### config.mk
export PLATFORM = sky130hd
export DESIGN_NAME = adc_seq_ctrl
export DESIGN_NICKNAME = d
export VERILOG_FILES = /design/src/rtl/adc_seq_pkg.sv /design/src/rtl/adc_edge_sync.sv /design/src/rtl/adc_req_gen.sv /design/src/rtl/adc_result_reg.sv /design/src/rtl/adc_seq_ctrl.sv
export SDC_FILE = /design/constraint.sdc
export NUM_CORES = 1
export LEC_CHECK = 0
export ABC_CLOCK_PERIOD_IN_PS = 2190
export BUFFER_PORTS_ARGS = -buffer_cell sky130_fd_sc_hd__buf_2
export CAP_MARGIN = 20
export CORE_MARGIN = 3
export CORE_UTILIZATION = 35
export DETAILED_ROUTE_END_ITERATION = 10
export SYNTH_ARGS = -nofsm -noshare
export SYNTH_HDL_FRONTEND = slang
export SYNTH_SLANG_ARGS = --single-unit
### constraint.sdc
create_clock -name clk -period 2.19 [get_ports clk]
set_input_delay 0 -clock clk [delete_from_list [all_inputs] [get_ports clk]]
set_output_delay 0 -clock clk [all_outputs]
set_load 0.02 [all_outputs]
### src/rtl/adc_seq_pkg.sv
package adc_seq_pkg;
  localparam int START_W   = 3;
  localparam int WORD_W    = 32;
  localparam int RES_LSB   = 6;
  localparam int CH_LSB    = 24;
  localparam int OVR_BIT   = 30;
  localparam int DONE_BIT  = 31;
  localparam int TRIG_BASE = 2;

  localparam logic [START_W-1:0] START_IDLE = 3'd0;
  localparam logic [START_W-1:0] START_NOW  = 3'd1;

  typedef struct packed {
    logic [START_W-1:0] start;
    logic               fall;
    logic               burst;
  } cfg_t;
endpackage

### src/rtl/adc_edge_sync.sv
module adc_edge_sync #(
  parameter int N      = 6,
  parameter int STAGES = 2
) (
  input  logic         clk,
  input  logic         rst_n,
  input  logic [N-1:0] pins,
  output logic [N-1:0] rise,
  output logic [N-1:0] fall
);
  logic [N-1:0] stage_q [STAGES];
  logic [N-1:0] prev_q;

  genvar s;
  generate
    for (s = 0; s < STAGES; s++) begin : g_stage
      always_ff @(posedge clk or negedge rst_n) begin
        if (!rst_n) stage_q[s] <= '0;
        else if (s == 0) stage_q[s] <= pins;
        else stage_q[s] <= stage_q[(s == 0) ? 0 : s-1];
      end
    end
  endgenerate

  always_ff @(posedge clk or negedge rst_n) begin
    if (!rst_n) prev_q <= '0;
    else prev_q <= stage_q[STAGES-1];
  end

  assign rise = stage_q[STAGES-1] & ~prev_q;
  assign fall = ~stage_q[STAGES-1] & prev_q;
endmodule

### src/rtl/adc_req_gen.sv
module adc_req_gen
  import adc_seq_pkg::*;
#(
  parameter int NUM_TRIG = 6,
  parameter int CH_W     = 3,
  parameter int NUM_CH   = 8
) (
  input  logic                clk,
  input  logic                rst_n,
  input  logic                cfg_wr,
  input  logic [START_W-1:0]  cfg_start,
  input  logic                cfg_fall,
  input  logic                cfg_burst,
  input  logic [CH_W-1:0]     cfg_chan,
  input  logic [NUM_TRIG-1:0] rise,
  input  logic [NUM_TRIG-1:0] fall,
  input  logic                res_valid,
  output logic                conv_req,
  output logic [CH_W-1:0]     conv_chan,
  output logic                burst_on,
  output logic                busy
);
  localparam logic [CH_W-1:0] LAST_CH = CH_W'(NUM_CH - 1);

  cfg_t            cfg_q;
  logic [CH_W-1:0] chan_q;
  logic [CH_W-1:0] seq_ch_q;
  logic            busy_q;
  logic            trig_hit;
  logic            wr_go, seq_go, trig_go, req_d;
  logic [CH_W-1:0] chan_d;

  function automatic logic [CH_W-1:0] next_ch(input logic [CH_W-1:0] c);
    return (c == LAST_CH) ? '0 : c + 1'b1;
  endfunction

  always_comb begin
    trig_hit = 1'b0;
    for (int i = 0; i < NUM_TRIG; i++) begin
      if (cfg_q.start == START_W'(i + TRIG_BASE))
        trig_hit = cfg_q.fall ? fall[i] : rise[i];
    end
  end

  assign wr_go   = cfg_wr && (cfg_burst || busy_q || (cfg_start == START_NOW));
  assign seq_go  = !cfg_wr && cfg_q.burst && !busy_q;
  assign trig_go = !cfg_wr && !cfg_q.burst && trig_hit;
  assign req_d   = wr_go || seq_go || trig_go;

  always_comb begin
    if (cfg_wr)      chan_d = cfg_burst ? '0 : cfg_chan;
    else if (seq_go) chan_d = seq_ch_q;
    else             chan_d = chan_q;
  end

  always_ff @(posedge clk or negedge rst_n) begin
    if (!rst_n) begin
      cfg_q     <= '{start: START_IDLE, fall: 1'b0, burst: 1'b0};
      chan_q    <= '0;
      seq_ch_q  <= '0;
      busy_q    <= 1'b0;
      conv_req  <= 1'b0;
      conv_chan <= '0;
    end else begin
      conv_req <= req_d;
      if (req_d) conv_chan <= chan_d;
      if (cfg_wr) begin
        cfg_q    <= '{start: cfg_start, fall: cfg_fall, burst: cfg_burst};
        chan_q   <= cfg_chan;
        seq_ch_q <= next_ch('0);
      end else if (seq_go) begin
        seq_ch_q <= next_ch(seq_ch_q);
      end
      if (req_d) busy_q <= 1'b1;
      else if (res_valid) busy_q <= 1'b0;
    end
  end

  assign burst_on = cfg_q.burst;
  assign busy     = busy_q;
endmodule

### src/rtl/adc_result_reg.sv
module adc_result_reg
  import adc_seq_pkg::*;
#(
  parameter int RES_W = 10,
  parameter int CH_W  = 3
) (
  input  logic              clk,
  input  logic              rst_n,
  input  logic              res_valid,
  input  logic [RES_W-1:0]  res_data,
  input  logic [CH_W-1:0]   res_chan,
  input  logic              rd_en,
  input  logic              cfg_wr,
  input  logic              burst_on,
  output logic [WORD_W-1:0] rd_data
);
  logic [RES_W-1:0] val_q;
  logic [CH_W-1:0]  ch_q;
  logic             done_q;
  logic             ovr_q;

  always_ff @(posedge clk or negedge rst_n) begin
    if (!rst_n) begin
      val_q  <= '0;
      ch_q   <= '0;
      done_q <= 1'b0;
      ovr_q  <= 1'b0;
    end else begin
      if (res_valid) begin
        val_q <= res_data;
        ch_q  <= res_chan;
      end
      if (res_valid) done_q <= 1'b1;
      else if (rd_en || cfg_wr) done_q <= 1'b0;
      if (res_valid && burst_on && done_q && !rd_en) ovr_q <= 1'b1;
      else if (rd_en) ovr_q <= 1'b0;
    end
  end

  always_comb begin
    rd_data = '0;
    rd_data[RES_LSB +: RES_W] = val_q;
    rd_data[CH_LSB +: CH_W]   = ch_q;
    rd_data[OVR_BIT]          = ovr_q;
    rd_data[DONE_BIT]         = done_q;
  end
endmodule

### src/rtl/adc_seq_ctrl.sv
module adc_seq_ctrl
  import adc_seq_pkg::*;
#(
  parameter int NUM_TRIG = 6,
  parameter int RES_W    = 10,
  parameter int CH_W     = 3,
  parameter int NUM_CH   = 8
) (
  input  logic                clk,
  input  logic                rst_n,
  input  logic                cfg_wr,
  input  logic [START_W-1:0]  cfg_start,
  input  logic                cfg_fall,
  input  logic                cfg_burst,
  input  logic [CH_W-1:0]     cfg_chan,
  input  logic [NUM_TRIG-1:0] trig_in,
  output logic                conv_req,
  output logic [CH_W-1:0]     conv_chan,
  input  logic                res_valid,
  output logic                res_ready,
  input  logic [RES_W-1:0]    res_data,
  input  logic [CH_W-1:0]     res_chan,
  input  logic                rd_en,
  output logic [WORD_W-1:0]   rd_data
);
  logic [NUM_TRIG-1:0] rise_w, fall_w;
  logic                burst_w, busy_w;

  assign res_ready = 1'b1;

  adc_edge_sync #(.N(NUM_TRIG), .STAGES(2)) u_sync (
    .clk(clk), .rst_n(rst_n), .pins(trig_in), .rise(rise_w), .fall(fall_w)
  );

  adc_req_gen #(.NUM_TRIG(NUM_TRIG), .CH_W(CH_W), .NUM_CH(NUM_CH)) u_req (
    .clk(clk), .rst_n(rst_n), .cfg_wr(cfg_wr), .cfg_start(cfg_start),
    .cfg_fall(cfg_fall), .cfg_burst(cfg_burst), .cfg_chan(cfg_chan),
    .rise(rise_w), .fall(fall_w), .res_valid(res_valid),
    .conv_req(conv_req), .conv_chan(conv_chan), .burst_on(burst_w), .busy(busy_w)
  );

  adc_result_reg #(.RES_W(RES_W), .CH_W(CH_W)) u_res (
    .clk(clk), .rst_n(rst_n), .res_valid(res_valid), .res_data(res_data),
    .res_chan(res_chan), .rd_en(rd_en), .cfg_wr(cfg_wr), .burst_on(burst_w),
    .rd_data(rd_data)
  );
endmodule

======== Yosys cells after proc, flatten, opt, wreduce, memory -nomap -nowiden ========
Index checks and enable logic that the tools add are counted.
word-level totals
  input port bits ......................... 32
  output and inout bits ................... 37
  word-level logic and storage cells ...... 73
  flip-flop bits (word level) ............. 49
cells by class
  muxes and demuxes ....................... 24
  bitwise logic cells ..................... 4
  equal/unequal tests ..................... 8
  reduce and logical (&&, ||, !) cells .... 21
  add/subtract/negate cells ............... 1
operators by type and width
  operator             number
  $mux 1               18
  $mux 3               6
  $eq 3x3->1 const B   5
  $and 6x6->6          2
  $not 6->6            2
  $logic_and 1x1->1    8
  $reduce_bool 2->1    4
  $eq 3x2->1 const B   2
  $logic_or 1x1->1     5
  $logic_not 1->1      4
  $add 3x1->3 const B  1
  $eq 3x1->1 const B   1

======== Logic depth before layout (Yosys ltp) ========
Gate-level depths: netlist (run 1).
  depth in word-level cells ............... 12
  mapped depth ............................ 6
  mapped depth without buffers ............ 5

======== Hierarchy ========
Synthesis (run 1) repeated with hierarchy kept, for this count alone.
second synthesis, totals
  cells, all modules ...................... 153
  area, all modules ....................... 2154.6 um^2
by module, submodules not included
  module          cells an instance  times used  sequential area each (um^2)  area an instance (um^2)
  adc_req_gen     67                 1           400.4                        835.8
  adc_result_reg  54                 1           375.4                        752.0
  adc_edge_sync   30                 1           450.4                        555.5
  adc_seq_ctrl    2                  1           0.0                          11.3

======== Worst setup path before layout (run 1) ========
No wires, ideal clock.
  path type ............................... reg2reg
  start ................................... register u_req.cfg_q[2] (netlist bit)
  end ..................................... register u_req.conv_chan[0]
  cell stages (with the launch flop) ...... 7
  buffers on the path ..................... 1
  required time ........................... 2.065 ns
  clock period less this slack ............ 1.731 ns
  data arrival time ....................... 1.606 ns
  setup time .............................. 0.125 ns
  path slack .............................. 0.459 ns
  cell sequence ........................... dfrtp_1 -> buf_6 -> nor3b_1 -> a31oi_1 -> a2111oi_2 -> a211oi_4 -> mux2_4
between the ends
  word-level cells in the longest chain between the ends .. 9
  elaborated cells on any way between the ends .. 14
  classes of those cells .................. eq/ne: 6; mux: 6; reduce/logical: 2
ends and longest elaborated chain
  element                   RTL line           text
  start: declaration        adc_req_gen.sv:25  cfg_t cfg_q;
  start signal: assignment  adc_req_gen.sv:58  cfg_q <= '{start: START_IDLE, fall: 1'b0, burst: 1'b0};
  start signal: assignment  adc_req_gen.sv:68  cfg_q <= '{start: cfg_start, fall: cfg_fall, burst: cfg_burst};
  $eq 3x2->1                adc_req_gen.sv:40  if (cfg_q.start == START_W'(i + TRIG_BASE))
  $mux 1 (5 in a row)       adc_req_gen.sv:40
  $mux 1 *                  adc_req_gen.sv:40
  $logic_and 1x1->1 *       adc_req_gen.sv:47  assign trig_go = !cfg_wr && !cfg_q.burst && trig_hit;
  $logic_or 1x1->1 *        adc_req_gen.sv:48  assign req_d = wr_go || seq_go || trig_go;
  end signal: assignment    adc_req_gen.sv:66  if (req_d) conv_chan <= chan_d;
  end: declaration          adc_req_gen.sv:19  output logic [CH_W-1:0] conv_chan,
Mark *: on every way between the ends. The rest lies on a longest branch, timed or not.
A chain may end at the register's enable or synchronous reset.

======== Final worst setup path (run 1) ========
Ends and elaborated chain as after synthesis.

==> metrics, run 1 <==
status finished, final reports clean; Internal Power 1.497 mW; GRT Resource Usage Total 0.1149; worst endpoint data arrival time 2.05 ns; Post-CTS Setup Inserts 0; area leader, netlist dfrtp_1; Mapped Area 2100 µm²; Top Family by Delay on Critical Path compound AO/OA/AOI/OAI gates; CP startpoint kind register; Ys Warns 0; Crit. End Element register; GR Util met1 0.1478; number of flops mapped to enable cells by yosys 0; Fin Setup TNS 0 ns; FILL cells 516; Post-Layout Inst Area 2739 µm²; Rows 27; ANT nets after route 0; clock share of power 0.309; sequential share of power 0.510; Reg2Reg Launch Point u_req.cfg_q[2]; Syn Inst Count 161; crit path time final 1.873 ns; top_reg_cell synth dfrtp_1; Seq cells post-synth 49; critical path, cell by cell nor3b_1, a311oi_1, a2111oi_2, a211oi_4, mux2_4; highest-delay cell along the critical path dfrtp_1; placed insts 277; slowest cell delay on critical path 0.54 ns; crit path to u_req.conv_chan[0]; unrepaired setup endpoints after global routing false; Mapped Avg Cell Area 13.04 µm²; Vias/cell 4.419; reg2reg end u_req.conv_chan[0]; average wire per standard cell 12.33 µm; Worst Path Required 2.37 ns; gr ovfl total 0; CTS root buf clkbuf_8; Fin Hold WS 0.1175 ns; port bufs 50; synth top area cells dfrtp_1 58%, mux2_2 11%, buf_4 7.2%; # diodes 0; grt met3 use 0.04047; Placement Cell Area 2341 µm²; CTS Buf Count 5; Clock Path Buffers 2; Yosys cell types 34; layout cell share with drive strength beyond 1 0.3734; cell leakage power 1.289 nW; starting density of the core 0.3721; vias in the first global route 1,463; P per Cell Area 741.4 nW/µm²; Synth top area share 0.5840; most frequent cells in the layout 50 x buf_2, 49 x dfrtp_1, 29 x dlygate4sd3_1, 20 x mux2_2, 18 x conb_1; Max Cap Viol 0; Crit path buffers/inverters 0; GR peak layer met2; r2r setup slk 0.32 ns; Max H-tree Level 2; total power 2.031 mW; Clock Sink Count 49; Residual DRC 0; CP startpoint u_req.cfg_q[2]; Fin. Hold Viols 0; FMAX 533.9 MHz; Gate power share 0.182; Levels on crit path 5; HP Class input port to register; fin crit share 0.8553; Iteration-0 DRC Markers 48; drt total wl 3.859 mm; sw frac 0.2631; via count 1,383; Seq/Total Area, Yosys 0.5840; initial antenna violation count 0; routability cong. 0.7625; first-pass GRT wire length 6.541 mm; layout net count 275; met2 Use GR 0.1851; area grow syn2layout 30.45%; Max Clock Skew 0.005164 ns; highest ir drop seen on vdd 0.4477 mV; DRT Pass-1 Iters 4; PostCTS Resize Cnt 0; largest net degree at the start of global routing 22; setup violators final 0; commonest non-fill, non-tap cell in the layout buf_2; worst-path fanout max 10; Die X 83.45 µm; Reg clk slew, reported paths 0.08 ns; async set or reset register ratio after synthesis 1.000; WS Path Type register to register; die area 6964 µm²; Net Sw Power 534.2 µW; DP HPWL 2.762 mm; Die H 83.45 µm; IO Pins 69; Worst-Skew Late Latency 0.29 ns; Final Slew Violations 0; R2R cell count 5; post-route insts no fill 313; CTS tree built; Core Area 5642 µm²
[metal layers]
layer / vias up / part of all wire / wire (µm)
li1: 667 / - / -
met3: 5 / 0.075 / 290
met4: 0 / 0.0067 / 26
met2: 52 / 0.46 / 1766
met1: 659 / 0.46 / 1776
met5: - / 0 / 0
[kinds of logic (layout without fill, tap and decap cells)]
logic type / count (synthesis) / count (layout) / synth area share
other: 2 / 18 / 0.003577
AO/OA/AOI/OAI: 19 / 19 / 0.07151
buffers and inverters: 34 / 98 / 0.1043
flip-flops: 49 / 49 / 0.5840
AND/OR/NAND/NOR: 29 / 29 / 0.07568
multiplexers: 26 / 26 / 0.1490
adder cells (fa/ha/maj): 2 / 2 / 0.01192
[cells in the mapped netlist, types with 2 or more instances]
cell type and count:
or2b_1 2, ha_1 2, a21oi_1 3, mux2_4 3, o22ai_1 2, buf_6 2, nand2_1 9, buf_4 20
nor3b_1 4, nor2_1 5, conb_1 2, clkbuf_1 3, nand2b_1 3, a31oi_1 3, mux2i_1 2, o21ai_0 4
inv_1 8, dfrtp_1 49, mux2_2 20
[through the flow]
stage / worst slack, ns / utilization
6_report: 0.3169 / 0.4855
3_5_place_dp: 0.3014 / 0.4149
3_3_place_gp: 0.3746 / 0.4149
5_1_grt: 0.2293 / 0.4855
4_1_cts: 0.2919 / 0.4855
2_1_floorplan: 0.4590 / -
[tightest hold or removal path, cell delays in order]
cell	delay, ns
buf_2	0.09
buf_4	0.22
a21oi_1	0.06
[state kept, by name (all words and copies together) (netlist names)]
register,cells
u_req.busy,1
u_req.conv_chan,3
u_res.val_q,10
u_req.burst_on,1
u_req.seq_ch_q,3
u_req.conv_req,1
u_res.ovr_q,1
u_sync.prev_q,6
u_req.chan_q,3
u_sync.stage_q,12
u_res.ch_q,3
u_req.cfg_q,4
u_res.done_q,1
[power by group through the flow]
stage | Sequential [mW] | Combinational (mW) | Clock [mW]
floorplan | 1.09 | 0.207 | 0
global placement | 1.05 | 0.328 | 0
detailed placement | 1.05 | 0.335 | 0
CTS | 1.04 | 0.374 | 0.659
global route | 1.05 | 0.405 | 0.699
finish | 1.03 | 0.369 | 0.627
[worst min path at each step]
stage	start	endpoint	slack (ns)	cells after the start
after CTS	cfg_wr	u_req.seq_ch_q[1]	0.12	3
after detailed placement	rst_n	u_res.val_q[0]	-0.01	1
after global routing	cfg_wr	u_req.seq_ch_q[1]	0.14	3
final	cfg_wr	u_req.seq_ch_q[1]	0.12	3
after floorplan	rst_n	u_req.burst_on	-0.30	0
after global placement	rst_n	u_res.val_q[0]	-0.02	1
[final cells by class]
| cell class | count | area, µm² | share of cell area |
|---|---|---|---|
| clock inverter | 2 | 38.79 | 0.01416 |
| multi-input combinational | 94 | 714.4 | 0.2608 |
| clock buffer | 5 | 68.82 | 0.02513 |
| sequential | 49 | 1226 | 0.4477 |
| tap | 72 | 90.09 | 0.03289 |
| inverter | 8 | 30.03 | 0.01096 |
| timing repair buffer | 83 | 570.5 | 0.2083 |
[what timing repair did]
action / in CTS / in global routing
setup endpoints to repair: 0 / 0
hold buffers: 29 / 0
endpoints found under the hold margin: 47 / 0
Note: power is estimated with default switching activity, not from simulation.
==> inputs of run 2 (changes only) <==
--- a/config.mk
+++ b/config.mk
@@ -5,12 +5,14 @@
 export SDC_FILE = /design/constraint.sdc
 export NUM_CORES = 1
 export LEC_CHECK = 0
+export ABC_AREA = 1
 export ABC_CLOCK_PERIOD_IN_PS = 2190
 export BUFFER_PORTS_ARGS = -buffer_cell sky130_fd_sc_hd__buf_2
 export CAP_MARGIN = 20
 export CORE_MARGIN = 3
 export CORE_UTILIZATION = 35
 export DETAILED_ROUTE_END_ITERATION = 10
+export SLEW_MARGIN = 30
 export SYNTH_ARGS = -nofsm -noshare
 export SYNTH_HDL_FRONTEND = slang
 export SYNTH_SLANG_ARGS = --single-unit
==> run 2 against run 1 <==
Against the previous run:
- die area decreased by 1.4%
- wire length is 6.4% higher
- combinational power is 9.2% lower
- largest power group unchanged
==> metrics, run 2 <==
Max H-tree Level 2; Seq/Total Area, Yosys 0.5932; worst endpoint data arrival time 1.62 ns; CTS tree built; Max Clock Skew 0.006658 ns; Mapped Avg Cell Area 9.438 µm²; Seq cells post-synth 49; starting density of the core 0.3686; gr ovfl total 0; number of flip-flops in the largest register 12; average wire per standard cell 11.10 µm; Core Area 5608 µm²; CTS Buf Count 5; layout cell share with drive strength beyond 1 0.2181; worst-path fanout max 8; Vias/cell 4.246; HP Class input port to register; initial antenna violation count 0; fin crit share 0.6489; ANT nets after route 0; number of flops mapped to enable cells by yosys 0; Reg clk slew, reported paths 0.09 ns; port bufs 50; most frequent cells in the layout 73 x nand2_1, 50 x buf_2, 49 x dfrtp_1, 28 x dlygate4sd3_1; Worst-Skew Late Latency 0.31 ns; Max Cap Viol 0; Die X 82.85 µm; Top Family by Delay on Critical Path simple AND/OR/NAND/NOR gates; Synth top area share 0.5932; Clock Sink Count 49; Rows 27; crit path time final 1.421 ns; Clock Path Buffers 2; WS Path Type register to register; setup violators final 0; top_reg_cell synth dfrtp_1; critical path, cell by cell inv_2, o21ai_0, nand3_1, nand3_1, nand3_1, nand2_1, nand2_2, nand2_4, nand2_1, nand2_1; PostCTS Resize Cnt 0; Crit path buffers/inverters 1; FMAX 703.7 MHz; largest net degree at the start of global routing 31; # diodes 0; highest ir drop seen on vdd 0.4025 mV; DP HPWL 2.827 mm; P per Cell Area 708.9 nW/µm²; via count 1,571; Fin. Hold Viols 0; highest-delay cell along the critical path dfrtp_1; vias in the first global route 1,654; Synth top cells by count 73 x nand2_1, 49 x dfrtp_1, 20 x buf_4; routability cong. 0.8033; Yosys cell types 23; Iteration-0 DRC Markers 58; Crit. End Element register; Largest regs u_sync.stage_q (12), u_res.val_q (10), u_sync.prev_q (6); IO Pins 69; area grow syn2layout 29.36%; layout net count 331; first-pass GRT wire length 7.272 mm; async set or reset register ratio after synthesis 1.000; CTS root buf clkbuf_8; Die H 82.85 µm; total power 1.895 mW; DRT Pass-1 Iters 4; commonest non-fill, non-tap cell in the layout nand2_1; Ys Warns 0; unrepaired setup endpoints after global routing false; drt total wl 4.107 mm; GRT Resource Usage Total 0.1306; status finished, final reports clean; CP startpoint kind register; area leader, netlist dfrtp_1; Top reg by flops u_sync.stage_q; Final Slew Violations 0; synth top area cells dfrtp_1 59%, nand2_1 13%, buf_4 7.3%; die area 6864 µm²; Syn Inst Count 219; Mapped Area 2067 µm²; top-count cell post-synth nand2_1; cell leakage power 1.422 nW; Fin Setup TNS 0 ns; slowest cell delay on critical path 0.48 ns; Residual DRC 0; Worst Path Required 2.39 ns
[run 2: cell type report]
class,instances,area [µm²]
sequential,49,1226
timing repair buffer,79,538.0
clock inverter,3,22.52
clock buffer,5,68.82
tap,72,90.09
fill,565,2934
multi-input combinational,142,650.6
inverter,20,77.57
[run 2: final timing paths]
path                            cells past startpoint                 end              start  slack [ns]
worst max-delay path                               10  u_req.conv_chan[1]     u_req.cfg_q[1]        0.77
worst min-delay path                                3      u_res.val_q[4]          res_valid        0.05
worst max register to register                     10  u_req.conv_chan[1]     u_req.cfg_q[1]        0.77
worst min register to register                      0   u_sync.stage_q[1]  u_sync.stage_q[7]        0.36
max in group asynchronous                           3      u_req.cfg_q[1]              rst_n        1.30
min in group asynchronous                           2  u_sync.stage_q[10]              rst_n        0.16
[run 2: what timing repair did]
item | CTS | global route
setup buffers | 0 | 0
hold buffers | 28 | 0
endpoints found under the hold margin | 47 | 0
[run 2: cells by family (layout without fill, tap and decap cells)]
kind of cell,Yosys count,in the layout,share of synthesized area
AO/OA/AOI/OAI,25,25,0.07507
adder cells (fa/ha/maj),2,2,0.01210
AND/OR/NAND/NOR,97,97,0.1949
other,2,18,0.003633
flip-flops,49,49,0.5932
buffers and inverters,44,107,0.1211
[run 2: routing by layer]
| metal | global-route usage | wire (µm) | vias up |
|---|---|---|---|
| li1 | - | - | 806 |
| met1 | 0.1649 | 1916 | 703 |
| met2 | 0.2114 | 1862 | 54 |
| met3 | 0.03274 | 250 | 8 |
| met4 | 0.05795 | 76 | 0 |
| met5 | 0 | 0 | - |
[run 2: stage by stage]
| step | cells | cell area [µm²] | hold slack [ns] | setup WS, ns | util |
|---|---|---|---|---|---|
| 2_1_floorplan | 235 | 2127 | -0.2956 | 0.9811 | - |
| 3_3_place_gp | 334 | 2302 | -0.02108 | 0.7747 | 0.4105 |
| 3_5_place_dp | 334 | 2302 | -0.02627 | 0.7709 | 0.4105 |
| 4_1_cts | 370 | 2674 | 0.03573 | 0.7408 | 0.4768 |
| 5_1_grt | 370 | 2674 | 0.06252 | 0.5954 | 0.4768 |
| 6_report | 370 | 2674 | 0.04615 | 0.7690 | 0.4768 |
[run 2: report_power, final]
| group | switching [mW] | internal (mW) |
|---|---|---|
| Combinational | 0.205 | 0.130 |
| Sequential | 0.0442 | 0.977 |
| Clock | 0.312 | 0.227 |
| Total | 0.562 | 1.33 |
[run 2: worst reg2reg max path, cell delays in order (launching register included)]
cell and delay [ns]:
dfrtp_1 0.48, inv_2 0.15, o21ai_0 0.10, nand3_1 0.07
nand3_1 0.08, nand3_1 0.07, nand2_1 0.06, nand2_2 0.12
nand2_4 0.07, nand2_1 0.07, nand2_1 0.05
==> inputs of run 3 (changes only) <==
--- a/config.mk
+++ b/config.mk
@@ -5,8 +5,8 @@
 export SDC_FILE = /design/constraint.sdc
 export NUM_CORES = 1
 export LEC_CHECK = 0
-export ABC_AREA = 1
-export ABC_CLOCK_PERIOD_IN_PS = 2190
+export ABC_AREA = 0
+export ABC_CLOCK_PERIOD_IN_PS = 1300
 export BUFFER_PORTS_ARGS = -buffer_cell sky130_fd_sc_hd__buf_2
 export CAP_MARGIN = 20
 export CORE_MARGIN = 3
==> constraint.sdc (replaced) <==
create_clock -name clk -period 1.3 [get_ports clk]
set_input_delay 0 -clock clk [delete_from_list [all_inputs] [get_ports clk]]
set_output_delay 0 -clock clk [all_outputs]
set_load 0.02 [all_outputs]
==> run 3 against run 2 <==
Against the previous run:
- the run now ends with setup timing left
- clock-buffer cell count stayed put
- via count is 9.5% lower
- non-clock buffer count is 13 higher
- flip-flop and latch count stayed put
- global-route usage is 1.2 points lower
- worst hold slack better by 0.015 ns
- design area is 7.1% higher
- largest power group unchanged
- highest routed layer unchanged
==> metrics, run 3 (synthesis gave the netlist of run 1 again) <==
cell leakage power 1.339 nW; FMAX 556.9 MHz; Clock Sink Count 49; Top reg by flops u_sync.stage_q; Placement Cell Area 2414 µm²; via count 1,422; # diodes 0; port bufs 50; failing checks setup timing; DP HPWL 2.758 mm; Clock Path Buffers 2; IO Pins 69; Worst Path Required 1.50 ns; Die X 83.45 µm; highest ir drop seen on vdd 0.7287 mV; Largest regs u_sync.stage_q (12), u_res.val_q (10), u_sync.prev_q (6); largest net degree at the start of global routing 50; area grow syn2layout 36.41%; worst-path fanout max 4; number of flip-flops in the largest register 12; drt total wl 4.211 mm; Max Cap Viol 0; Vias/cell 4.402; WS Path Type register to register; crit path time final 1.796 ns; status complete, but fails checks; worst endpoint data arrival time 1.99 ns; P per Cell Area 1198 nW/µm²; first-pass GRT wire length 6.644 mm; Core Area 5642 µm²; Fin Hold WS 0.06073 ns; setup violators final 5; Final Slew Violations 0; CTS root buf clkbuf_8; Iteration-0 DRC Markers 32; Post-Layout Inst Area 2864 µm²; GRT Resource Usage Total 0.1189; layout cell share with drive strength beyond 1 0.4223; routability cong. 0.8047; Fin. Hold Viols 0; starting density of the core 0.3721; Max Clock Skew 0.007801 ns; Max H-tree Level 2; ANT nets after route 0; gr ovfl total 0; average wire per standard cell 13.04 µm; Crit. End Element register; Residual DRC 0; HP Class input port to register; CTS tree built; vias in the first global route 1,443; die area 6964 µm²; Reg clk slew, reported paths 0.11 ns; layout net count 284; Worst-Skew Late Latency 0.31 ns; most frequent cells in the layout 50 x buf_2, 48 x dfrtp_1, 28 x dlygate4sd3_1, 20 x mux2_2, 18 x conb_1; fin crit share 1.381; CP startpoint kind register; Final Util 0.5077; commonest non-fill, non-tap cell in the layout buf_2; initial antenna violation count 0; DRT Pass-1 Iters 4; Rows 27; unrepaired setup endpoints after global routing true; Die H 83.45 µm; CTS Buf Count 5; setup ws final -0.4958 ns
==> run 3: cell types whose count changed in the layout (fill, tap and decap cells not counted), sizes merged, moves of 4 or more <==
cell / change
o21ai: -14
buf: +13
nand2: -66
nand3: -14
mux2: +23
inv: -9
nor3b: +4
==> run 3: where the power goes <==
part | internal [mW] | switching, mW
logic | 0.349 | 0.356
clock network | 0.407 | 0.574
registers | 1.66 | 0.0897
total | 2.41 | 1.02
==> run 3: timing repair <==
action / 4_1_cts / 5_1_grt
setup endpoints to repair: 5 / 5
hold buffers: 28 / 0
setup buffers: 0 / 2
pin swaps: 1 / 1
gates cloned: 0 / 0
resized for setup: 1 / 12
hold endpoints to repair: 76 / 0
==> run 3: per-stage QoR <==
| step | cells | setup TNS (ns) | setup WS (ns) | total power, mW |
|---|---|---|---|---|
| global route | 323 | -2.455 | -0.5545 | 3.623 |
| floorplan | 177 | -1.517 | -0.4001 | 2.181 |
| finish | 323 | -2.134 | -0.4958 | 3.432 |
| detailed placement | 285 | -2.292 | -0.5111 | 2.373 |
| global placement | 285 | -2.056 | -0.4636 | 2.358 |
| CTS | 321 | -2.239 | -0.5129 | 3.436 |
==> run 3: layout make-up <==
cell class / instances / area, µm²
Clock buffer: 5 / 68.82
Clock inverter: 3 / 28.78
Fill cell: 501 / 2778
Inverter: 8 / 30.03
Multi-Input combinational cell: 94 / 763.2
Sequential cell: 49 / 1227
Tap cell: 72 / 90.09
Timing Repair Buffer: 92 / 655.6
==> run 3: worst paths after layout <==
path	from	to	slack (ns)	cells after the start
max in group asynchronous	rst_n	u_req.cfg_q[2]	0.86	3
min in group asynchronous	rst_n	u_sync.stage_q[6]	0.21	3
setup reg to reg	u_sync.stage_q[0]	u_req.conv_chan[1]	-0.50	5
hold / removal	cfg_start[1]	u_req.cfg_q[3]	0.06	3
setup / recovery	u_sync.stage_q[0]	u_req.conv_chan[1]	-0.50	5
hold reg to reg	u_sync.stage_q[9]	u_sync.stage_q[3]	0.36	0
==> run 3: worst max-delay path, cell delays in order (launching register included) <==
cell      delay, ns
dfrtp_1        0.40
or2b_1         0.23
mux4_2         0.50
o22ai_4        0.14
a211oi_4       0.11
mux2_4         0.31
==> run 3: layer usage <==
metal | track usage | wire length [µm] | vias up
li1 | - | - | 685
met1 | 0.1476 | 1808 | 683
met2 | 0.1953 | 2079 | 52
met3 | 0.04837 | 311 | 2
met4 | 0.02632 | 12 | 0
met5 | 0 | 0 | -
